--- src/rtl/serial_rx_pkg.sv ---
package serial_rx_pkg;

    localparam int BYTE_W  = 8;
    localparam int WORD_W  = 32;
    localparam int PAD_W   = WORD_W - BYTE_W - 2;

    typedef enum logic [1:0] {
        PH_IDLE,
        PH_START,
        PH_DATA,
        PH_STOP
    } rx_phase_t;

    typedef struct packed {
        logic              lost;
        logic              valid;
        logic [PAD_W-1:0]  pad;
        logic [BYTE_W-1:0] data;
    } rd_word_t;

    function automatic rd_word_t make_word(input logic lost, input logic valid,
                                           input logic [BYTE_W-1:0] data);
        rd_word_t w;
        w.lost  = lost;
        w.valid = valid;
        w.pad   = '0;
        w.data  = valid ? data : '0;
        return w;
    endfunction

endpackage

--- src/rtl/rx_line_sync.sv ---
module rx_line_sync (
    input  logic clk,
    input  logic rst,
    input  logic line_raw,
    output logic line_q
);
    always_ff @(posedge clk) begin
        if (rst) line_q <= 1'b1;
        else     line_q <= line_raw;
    end
endmodule

--- src/rtl/rx_framer.sv ---
module rx_framer
    import serial_rx_pkg::*;
#(
    parameter int CLKS_PER_BIT = 3072
) (
    input  logic              clk,
    input  logic              rst,
    input  logic              line,
    output logic              byte_stb,
    output logic [BYTE_W-1:0] byte_out
);
    localparam int CNT_W  = $clog2(CLKS_PER_BIT);
    localparam int IDX_W  = $clog2(BYTE_W);
    localparam logic [CNT_W-1:0] FULL_LAST = CNT_W'(CLKS_PER_BIT - 1);
    localparam logic [CNT_W-1:0] HALF_LAST = CNT_W'(CLKS_PER_BIT / 2 - 1);
    localparam logic [IDX_W-1:0] IDX_LAST  = IDX_W'(BYTE_W - 1);

    rx_phase_t         phase;
    logic [CNT_W-1:0]  cnt;
    logic [IDX_W-1:0]  idx;
    logic [BYTE_W-1:0] shift;
    logic              line_d;

    always_ff @(posedge clk) begin
        if (rst) begin
            phase    <= PH_IDLE;
            cnt      <= '0;
            idx      <= '0;
            shift    <= '0;
            line_d   <= 1'b1;
            byte_stb <= 1'b0;
            byte_out <= '0;
        end else begin
            byte_stb <= 1'b0;
            line_d   <= line;
            case (phase)
                PH_IDLE: begin
                    cnt <= '0;
                    if (line_d && !line) phase <= PH_START;
                end
                PH_START: begin
                    if (cnt == HALF_LAST) begin
                        cnt   <= '0;
                        idx   <= '0;
                        phase <= line ? PH_IDLE : PH_DATA;
                    end else begin
                        cnt <= cnt + 1'b1;
                    end
                end
                PH_DATA: begin
                    if (cnt == FULL_LAST) begin
                        cnt   <= '0;
                        shift <= {line, shift[BYTE_W-1:1]};
                        if (idx == IDX_LAST) phase <= PH_STOP;
                        else                 idx   <= idx + 1'b1;
                    end else begin
                        cnt <= cnt + 1'b1;
                    end
                end
                PH_STOP: begin
                    if (cnt == FULL_LAST) begin
                        cnt   <= '0;
                        phase <= PH_IDLE;
                        if (line) begin
                            byte_stb <= 1'b1;
                            byte_out <= shift;
                        end
                    end else begin
                        cnt <= cnt + 1'b1;
                    end
                end
                default: phase <= PH_IDLE;
            endcase
        end
    end

    // a completed frame is announced for exactly one cycle
    assert_single_strobe_R2: assert property (@(posedge clk) disable iff (rst)
        byte_stb |=> !byte_stb);

    // a strobe only follows the stop phase
    assert_strobe_after_stop_R2: assert property (@(posedge clk) disable iff (rst)
        byte_stb |-> phase == PH_IDLE);
endmodule

--- src/rtl/rx_byte_fifo.sv ---
module rx_byte_fifo
    import serial_rx_pkg::*;
#(
    parameter int DEPTH = 4
) (
    input  logic              clk,
    input  logic              rst,
    input  logic              push,
    input  logic [BYTE_W-1:0] din,
    input  logic              pop_req,
    output logic [BYTE_W-1:0] head,
    output logic              empty,
    output logic              dropped
);
    localparam int AW = (DEPTH > 1) ? $clog2(DEPTH) : 1;
    localparam int CW = $clog2(DEPTH + 1);
    localparam logic [AW-1:0] PTR_LAST = AW'(DEPTH - 1);
    localparam logic [CW-1:0] CNT_FULL = CW'(DEPTH);

    logic [BYTE_W-1:0] mem [DEPTH];
    logic [AW-1:0]     wr_ptr, rd_ptr;
    logic [CW-1:0]     count;
    logic              full, do_pop, do_push;

    assign empty   = (count == '0);
    assign full    = (count == CNT_FULL);
    assign do_pop  = pop_req && !empty;
    assign do_push = push && (!full || do_pop);
    assign dropped = push && full && !do_pop;
    assign head    = mem[rd_ptr];

    function automatic logic [AW-1:0] next_ptr(input logic [AW-1:0] p);
        return (p == PTR_LAST) ? '0 : p + 1'b1;
    endfunction

    always_ff @(posedge clk) begin
        if (rst) begin
            wr_ptr <= '0;
            rd_ptr <= '0;
            count  <= '0;
        end else begin
            if (do_push) wr_ptr <= next_ptr(wr_ptr);
            if (do_pop)  rd_ptr <= next_ptr(rd_ptr);
            if (do_push && !do_pop)      count <= count + 1'b1;
            else if (do_pop && !do_push) count <= count - 1'b1;
        end
    end

    for (genvar e = 0; e < DEPTH; e++) begin : g_slot
        always_ff @(posedge clk) begin
            if (rst)                                     mem[e] <= '0;
            else if (do_push && wr_ptr == AW'(e))        mem[e] <= din;
        end
    end

    // simultaneous arrival and removal keep occupancy
    assert_push_pop_R10: assert property (@(posedge clk) disable iff (rst)
        (push && pop_req && !empty && !full) |=> $stable(count));

    // reading an empty store does not move the read pointer
    assert_empty_read_R7: assert property (@(posedge clk) disable iff (rst)
        (pop_req && empty) |=> $stable(rd_ptr));

    // a discarded arrival leaves the store full and untouched
    assert_no_overflow_R6: assert property (@(posedge clk) disable iff (rst)
        (push && full && !pop_req) |=> (count == CNT_FULL) && $stable(wr_ptr));

    // occupancy never exceeds the depth
    assert_bounded_R3: assert property (@(posedge clk) disable iff (rst)
        count <= CNT_FULL);
endmodule

--- src/rtl/serial_rx_port.sv ---
module serial_rx_port
    import serial_rx_pkg::*;
#(
    parameter int CLKS_PER_BIT = 3072,
    parameter int FIFO_DEPTH   = 4
) (
    input  logic              clk,
    input  logic              rst,
    input  logic              serial_in,
    input  logic              rd_sel,
    output logic [WORD_W-1:0] rd_data
);
    logic              line_s;
    logic              stb;
    logic [BYTE_W-1:0] rx_byte;
    logic [BYTE_W-1:0] head;
    logic              empty, dropped;
    logic              lost_flag;
    rd_word_t          word_q;

    rx_line_sync u_sync (
        .clk      (clk),
        .rst      (rst),
        .line_raw (serial_in),
        .line_q   (line_s)
    );

    rx_framer #(.CLKS_PER_BIT(CLKS_PER_BIT)) u_framer (
        .clk      (clk),
        .rst      (rst),
        .line     (line_s),
        .byte_stb (stb),
        .byte_out (rx_byte)
    );

    rx_byte_fifo #(.DEPTH(FIFO_DEPTH)) u_fifo (
        .clk     (clk),
        .rst     (rst),
        .push    (stb),
        .din     (rx_byte),
        .pop_req (rd_sel),
        .head    (head),
        .empty   (empty),
        .dropped (dropped)
    );

    always_ff @(posedge clk) begin
        if (rst)          lost_flag <= 1'b0;
        else if (dropped) lost_flag <= 1'b1;
        else if (rd_sel)  lost_flag <= 1'b0;
    end

    always_ff @(posedge clk) begin
        if (rst)         word_q <= '0;
        else if (rd_sel) word_q <= make_word(lost_flag, !empty, head);
    end

    assign rd_data = word_q;

    // unused field of the read word stays zero
    assert_zero_field_R4: assert property (@(posedge clk) disable iff (rst)
        rd_data[29:8] == '0);

    // the word only changes after a read
    assert_hold_R5: assert property (@(posedge clk) disable iff (rst)
        !rd_sel |=> $stable(rd_data));

    // the lost flag persists until a read
    assert_sticky_R6: assert property (@(posedge clk) disable iff (rst)
        (lost_flag && !rd_sel) |=> lost_flag);
endmodule

--- config.mk ---
export PLATFORM = sky130hd
export DESIGN_NAME = serial_rx_port
export DESIGN_NICKNAME = d
export VERILOG_FILES = /design/src/rtl/serial_rx_pkg.sv /design/src/rtl/rx_line_sync.sv /design/src/rtl/rx_framer.sv /design/src/rtl/rx_byte_fifo.sv /design/src/rtl/serial_rx_port.sv
export SDC_FILE = /design/constraint.sdc
export NUM_CORES = 1
export LEC_CHECK = 0
export BUFFER_PORTS_ARGS = -buffer_cell sky130_fd_sc_hd__buf_2
export CORE_MARGIN = 1.5
export CORE_UTILIZATION = 45
export DETAILED_ROUTE_END_ITERATION = 10
export HOLD_SLACK_MARGIN = 0.06
export PLACE_DENSITY = 0.72
export REMOVE_ABC_BUFFERS = 1
export SETUP_SLACK_MARGIN = 0.2
export SYNTH_ARGS = -nofsm -noshare
export SYNTH_HDL_FRONTEND = slang
export SYNTH_HIERARCHICAL = 1
export SYNTH_SLANG_ARGS = --single-unit
--- constraint.sdc ---
create_clock -name clk -period 7.65 [get_ports clk]
set_clock_uncertainty 0.2 [all_clocks]
set_input_delay 2.295 -clock clk [delete_from_list [all_inputs] [get_ports clk]]
set_output_delay 2.295 -clock clk [all_outputs]
set_load 0.01 [all_outputs]
==> results.cfg, run 1 <==
[sta]
min_period_ns = 4.380
drv_slew = 0
timing.hold.ws_ns = 0.2689
fin_ws_ns = 3.270
hold_viol_final = 0
fmax_mhz = 228.3
setup_viol = 0
tightest_slew_ns = 0.8603
grt_setup_unrepaired = false
max_slew_margin = 0.4253
period_share = 0.5726
finalSetupTns_ns = 0

[job]
cap_violations = 0

[finish]
final_area_sq_um = 4312
layout-drive-gt1-share = 0.1543
ff_latch_area_sq_um = 2082
fillCellCount = 809
final_util = 0.4920
finalNonFillerCells = 484
area_delta_synth_final_pct = 5.803
diodes = 0
nets = 385
multi_input_area_sq_um = 1785

[pwr]
intPower_mw = 0.7500
p_total_mw = 1.026
power_frac_seq = 0.533
peakVddDrop_v = 0.0001195
comb_power_share = 0.150
pwr_density_cell_nw_per_um2 = 237.9
pwr-share-clk = 0.317
leakagePower_nw = 1.568
p_sw_mw = 0.2759
switching_share = 0.2689

[placed_design]
dpl_cell_area_sq_um = 4109
place_congestion = 0.8099
placed_cells = 468
place_ws_ns = 2.948
portBuffers = 13
post-dp-hpwl_mm = 4.333

[synth]
synth_edf_count = 32
synth_cell_type_count = 54
synthCells = 362
ys_warn_count = 6
ys_seq_elements = 88
syn_area_sq_um = 4075
ys_seq_area_frac = 0.5109
synth.avg_cell_area_sq_um = 11.26
async_flop_share = 0
ys.flop_type = dfxtp_1

[detailed_routing]
drt-initial-drc-count = 75
vias = 2460
drc = 0
drt_pre_antenna_iters = 4
drt_wl_total_mm = 6.305
antenna_left = 0
post_drt_wl_per_cell_um = 13.03
vias_per_cell = 5.083

[grt]
grt_antenna_before_repair = 0
grt_usage = 0.1364
grt_max_degree = 60
grt_pass1_vias = 2298
grt-ovfl-total = 0
grt_pass1_wl_mm = 10.72

[die]
num_rows = 34
dieHeight_um = 98.16
fp.dieW_um = 98.16
die_area_sq_um = 9635
core_sq_um = 8763
io_pins = 36
start_util = 0.4650

[clock_tree]
cts_tree = yes
cts_buffers = 9
postCtsHoldBufs = 0
cts_buffer_depth = 2
post_cts_resized = 0
h-tree-depth = 3
root_buffer = clkbuf_8
post_cts_buffers = 0
clk_pin_slew_ns = 0.09
clock-sinks = 88
clk_latency_ns = 0.35

[worst_setup_path]
crit_arrival_ns = 4.46
cp-startpoint = rd_sel
timing.rr.start = u_fifo/count[0]
crit_path_start_kind = input port
cp_max_fo = 22
critPathRequiredTime_ns = 7.73
cp-end-kind = register
path_class = input port to register

[worst_hold_path]
hold_class = register to register
min-delay-start = rd_data[3]

[outcome]
status = complete, no violations
-- final timing paths --
check,slack (ns),to,cells past startpoint
hold / removal,0.27,rd_data[3],2
setup / recovery,3.27,u_fifo/count[2],9
setup reg to reg,5.02,u_fifo/count[2],8
hold reg to reg,0.27,rd_data[3],2
-- critical path, stage by stage --
cell and delay, ns:
buf_2 0.21, or4b_1 0.70, and2_4 0.26, ha_1 0.20
inv_1 0.07, fa_1 0.17, xor2_1 0.07, or3_1 0.31
a21oi_1 0.16
-- cell usage after synthesis (8+ instances only) --
master	instances	area, sq um
ha_1	9	112.6
a21oi_1	14	70.07
inv_1	8	30.03
mux2i_1	18	180.2
nand3b_1	8	60.06
buf_4	23	172.7
nor2_1	55	206.5
xor2_1	9	78.83
nand2b_1	38	237.7
nand3_1	9	45.04
mux4_2	8	180.2
edfxtp_1	32	960.9
dfxtp_1	56	1121
-- cell usage in the layout, fill, tap and decap left out, drive strengths merged, types with 3 or more instances in the layout --
| cell | instances |
|---|---|
| nand3b | 8 |
| xnor2 | 4 |
| mux4 | 8 |
| mux2i | 18 |
| conb | 22 |
| nand3 | 14 |
| a21oi | 14 |
| ha | 9 |
| nand2 | 4 |
| dfxtp | 56 |
| xor2 | 9 |
| clkbuf | 9 |
| nor2 | 55 |
| buf | 14 |
| nand4 | 5 |
| o31ai | 3 |
| edfxtp | 32 |
| nand2b | 38 |
| nor3 | 5 |
| inv | 11 |
-- cell families after synthesis --
group,synth area share
other,0.0009202
and+or+nand+nor,0.2094
adders and majority gates,0.03255
AOI/OAI and AO/OA,0.05957
xor gates and xnor gates,0.02794
buffers and inverters,0.07031
DFF,0.5109
muxes,0.08842
-- flip-flops by register name, summed over array words and instances, names as in the netlist, 2 cells and up, named ones only --
name and cells:
u_framer/shift 8, u_fifo/rd_ptr 2, u_fifo/wr_ptr 2, rd_data 10, u_framer/idx 3, u_fifo/count 3, u_fifo/mem 32, u_framer/byte_out 8
u_framer/cnt 12
-- power by group through the flow --
stage	Clock (mW)	Combinational, mW	Sequential [mW]
final	0.326	0.154	0.546
after floorplan	0	0.117	0.555
after detailed placement	0	0.154	0.558
after CTS	0.334	0.155	0.547
after global placement	0	0.149	0.556
after global routing	0.353	0.169	0.554
-- metal layers --
metal,vias up,GRT usage,wire length (um)
met4,0,0.06826,112
li1,1237,-,-
met2,59,0.2186,2959
met1,1155,0.1789,3037
met5,-,0,0
met3,9,0.02362,196
-- area by class of cell --
cell class	count	share of cell area
repair buffers	14	0.01683
flip-flops and latches	88	0.4829
clock inverters	7	0.01828
multi-input cells	249	0.4141
inverters	9	0.007835
well taps	108	0.03134
clock buffers	9	0.02873
(Power assumes the default switching activity.)
==> inputs of run 2 (changes only) <==
- ABC_AREA: unset -> 1
- PLACE_DENSITY: 0.72 -> 0.74
- clock period: 7.65 -> 3.69 ns (I/O delays scaled with it)
==> run 2 against run 1 <==
Compared with the run above: largest cell class unchanged; register-to-register slack got worse by 3.5 ns; hold slack got worse by 0.022 ns; critical path type unchanged; final cell count increased by 22%; flip-flop and latch count unchanged; cell area decreased by 0.73%; global-route usage increased by 1.3 points; synthesized cell count increased by 28%; area after synthesis decreased by 0.98%.
==> results.cfg, run 2 <==
[finish]
layout_commonest_cell = nor2_1
nets = 490
layout-drive-gt1-share = 0.1081
final_util = 0.4908
area_delta_synth_final_pct = 6.078
diodes = 0
final_cell_mix = nor2_1, nand2_1, dfxtp_1
largest-register = u_fifo/mem
largest_reg_flops = 32
finalNonFillerCells = 589

[detailed_routing]
antenna_left = 0
vias = 2864
vias_per_cell = 4.862
drt-initial-drc-count = 130
drt_pre_antenna_iters = 4
drc = 0
post_drt_wl_per_cell_um = 11.30
drt_wl_total_mm = 6.656

[sta]
drv_slew = 0
tightest_slew_ns = 0.7202
period_share = 0.7252
fmax_mhz = 373.7
finalSetupTns_ns = 0
min_period_ns = 2.676
setup_viol = 0
hold_viol_final = 0
fin_ws_ns = 1.014
grt_setup_unrepaired = false
timing.hold.ws_ns = 0.2474
max_slew_margin = 0.5181

[worst_setup_path]
timing.rr.start = u_framer/byte_stb
crit_arrival_ns = 2.73
crit_path_start_kind = input port
path_class = input port to register
cp_max_fo = 13
cp-end-kind = register
cp-startpoint = rd_sel
critPathRequiredTime_ns = 3.75

[die]
num_rows = 34
core_sq_um = 8721
die_area_sq_um = 9544
io_pins = 36
fp.dieW_um = 97.70
start_util = 0.4627
dieHeight_um = 97.70

[worst_hold_path]
hold_class = register to register
min-delay-start = u_framer/cnt[0]

[grt]
grt_max_degree = 29
grt-ovfl-total = 0
grt_antenna_before_repair = 0
grt_pass1_wl_mm = 11.54
grt_usage = 0.1498
grt_pass1_vias = 2643

[clock_tree]
cts_buffer_depth = 2
cts_tree = yes
cts_buffers = 9
h-tree-depth = 3
root_buffer = clkbuf_8
post_cts_resized = 0
clock-sinks = 88
postCtsHoldBufs = 0
clk_pin_slew_ns = 0.08
post_cts_buffers = 0
clk_latency_ns = 0.36

[pwr]
peakVddDrop_v = 0.0001879
leakagePower_nw = 1.613
power_frac_seq = 0.523
pwr-share-clk = 0.306
comb_power_share = 0.171
intPower_mw = 1.546
p_sw_mw = 0.6203
switching_share = 0.2863
pwr_density_cell_nw_per_um2 = 506.1

[job]
cap_violations = 0

[synth]
ys_seq_elements = 88
async_flop_share = 0
ys_warn_count = 6
yosys-top-cells-count = nor2_1, nand2_1, dfxtp_1
synthCells = 463
synth.avg_cell_area_sq_um = 8.715
ys.flop_type = dfxtp_1
synth_edf_count = 32
netlist.area_leader.share = 0.2778
synth_area_leader_cell = dfxtp_1
syn_area_sq_um = 4035
synth_most_common_cell = nor2_1
ys_seq_area_frac = 0.5160
synth_area_leaders = dfxtp_1, edfxtp_1, nor2_1
synth_cell_type_count = 38

[placed_design]
portBuffers = 13
placed_cells = 573
place_congestion = 0.8318
post-dp-hpwl_mm = 4.839
place_ws_ns = 0.6427

[outcome]
status = complete, no violations
run 2: cell types whose count changed in the layout (fill, tap and decap cells not counted), moves of 8 or more:
cell	before	now
o21ai_1	0	11
mux2i_1	18	0
nand2b_1	38	0
a21oi_1	14	25
o22ai_1	0	8
nand3_1	9	23
inv_1	8	38
nand2_1	3	68
o21ai_0	2	18
mux4_2	8	0
nor2_1	55	99
run 2: power groups by stage:
stage          combinational (mW)  clock [mW]  sequential [mW]
3_5_place_dp                0.370           0             1.16
4_1_cts                     0.372       0.677             1.13
5_1_grt                     0.432       0.724             1.14
3_3_place_gp                0.359           0             1.15
2_1_floorplan               0.275           0             1.15
6_report                    0.371       0.662             1.13
run 2: area by class of cell:
| type | count | area [sq um] |
|---|---|---|
| well taps | 108 | 135.1 |
| inverters | 45 | 171.4 |
| flip-flops and latches | 88 | 2082 |
| repair buffers | 13 | 65.06 |
| multi-input cells | 319 | 1618 |
| fillers | 814 | 4441 |
| clock buffers | 15 | 201.4 |
| clock inverters | 1 | 7.507 |
run 2: path summary, 6_finish.rpt:
kind / end / slack (ns) / cells after the start
setup reg to reg: u_fifo/count[2] / 1.54 / 11
hold reg to reg: u_framer/cnt[0] / 0.25 / 1
hold / removal: u_framer/cnt[0] / 0.25 / 1
setup / recovery: u_fifo/count[2] / 1.01 / 14
run 2: stage by stage:
step,power [mW],area (sq um)
finish,2.166,4280
global route,2.300,4280
CTS,2.183,4280
detailed placement,1.525,4071
global placement,1.511,4071
floorplan,1.426,3871
run 2: kinds of logic after synthesis:
group,after synthesis,share of synthesized area
adder cells (fa/ha/maj),10,0.03287
flip-flops,88,0.5160
buffers and inverters,77,0.1026
other,1,0.0009293
AND/OR/NAND/NOR,216,0.2493
AO/OA/AOI/OAI,66,0.08744
XOR/XNOR,5,0.01085
run 2: worst max-delay path: stages:
cell and delay, ns:
buf_2 0.22, nor2_2 0.09, nand2_4 0.16, nand2_4 0.07
inv_2 0.12, ha_1 0.18, inv_1 0.07, fa_1 0.38
inv_1 0.06, nand2_1 0.04, nand3_1 0.08, nand2_1 0.06
nand2_1 0.06, nor2_1 0.04
run 2: layer usage:
layer | track usage | vias up | part of all wire
li1 | - | 1490 | -
met1 | 0.1726 | 1301 | 0.45
met2 | 0.2591 | 64 | 0.50
met3 | 0.05036 | 9 | 0.047
met4 | 0.05275 | 0 | 0.012
met5 | 0 | - | 0
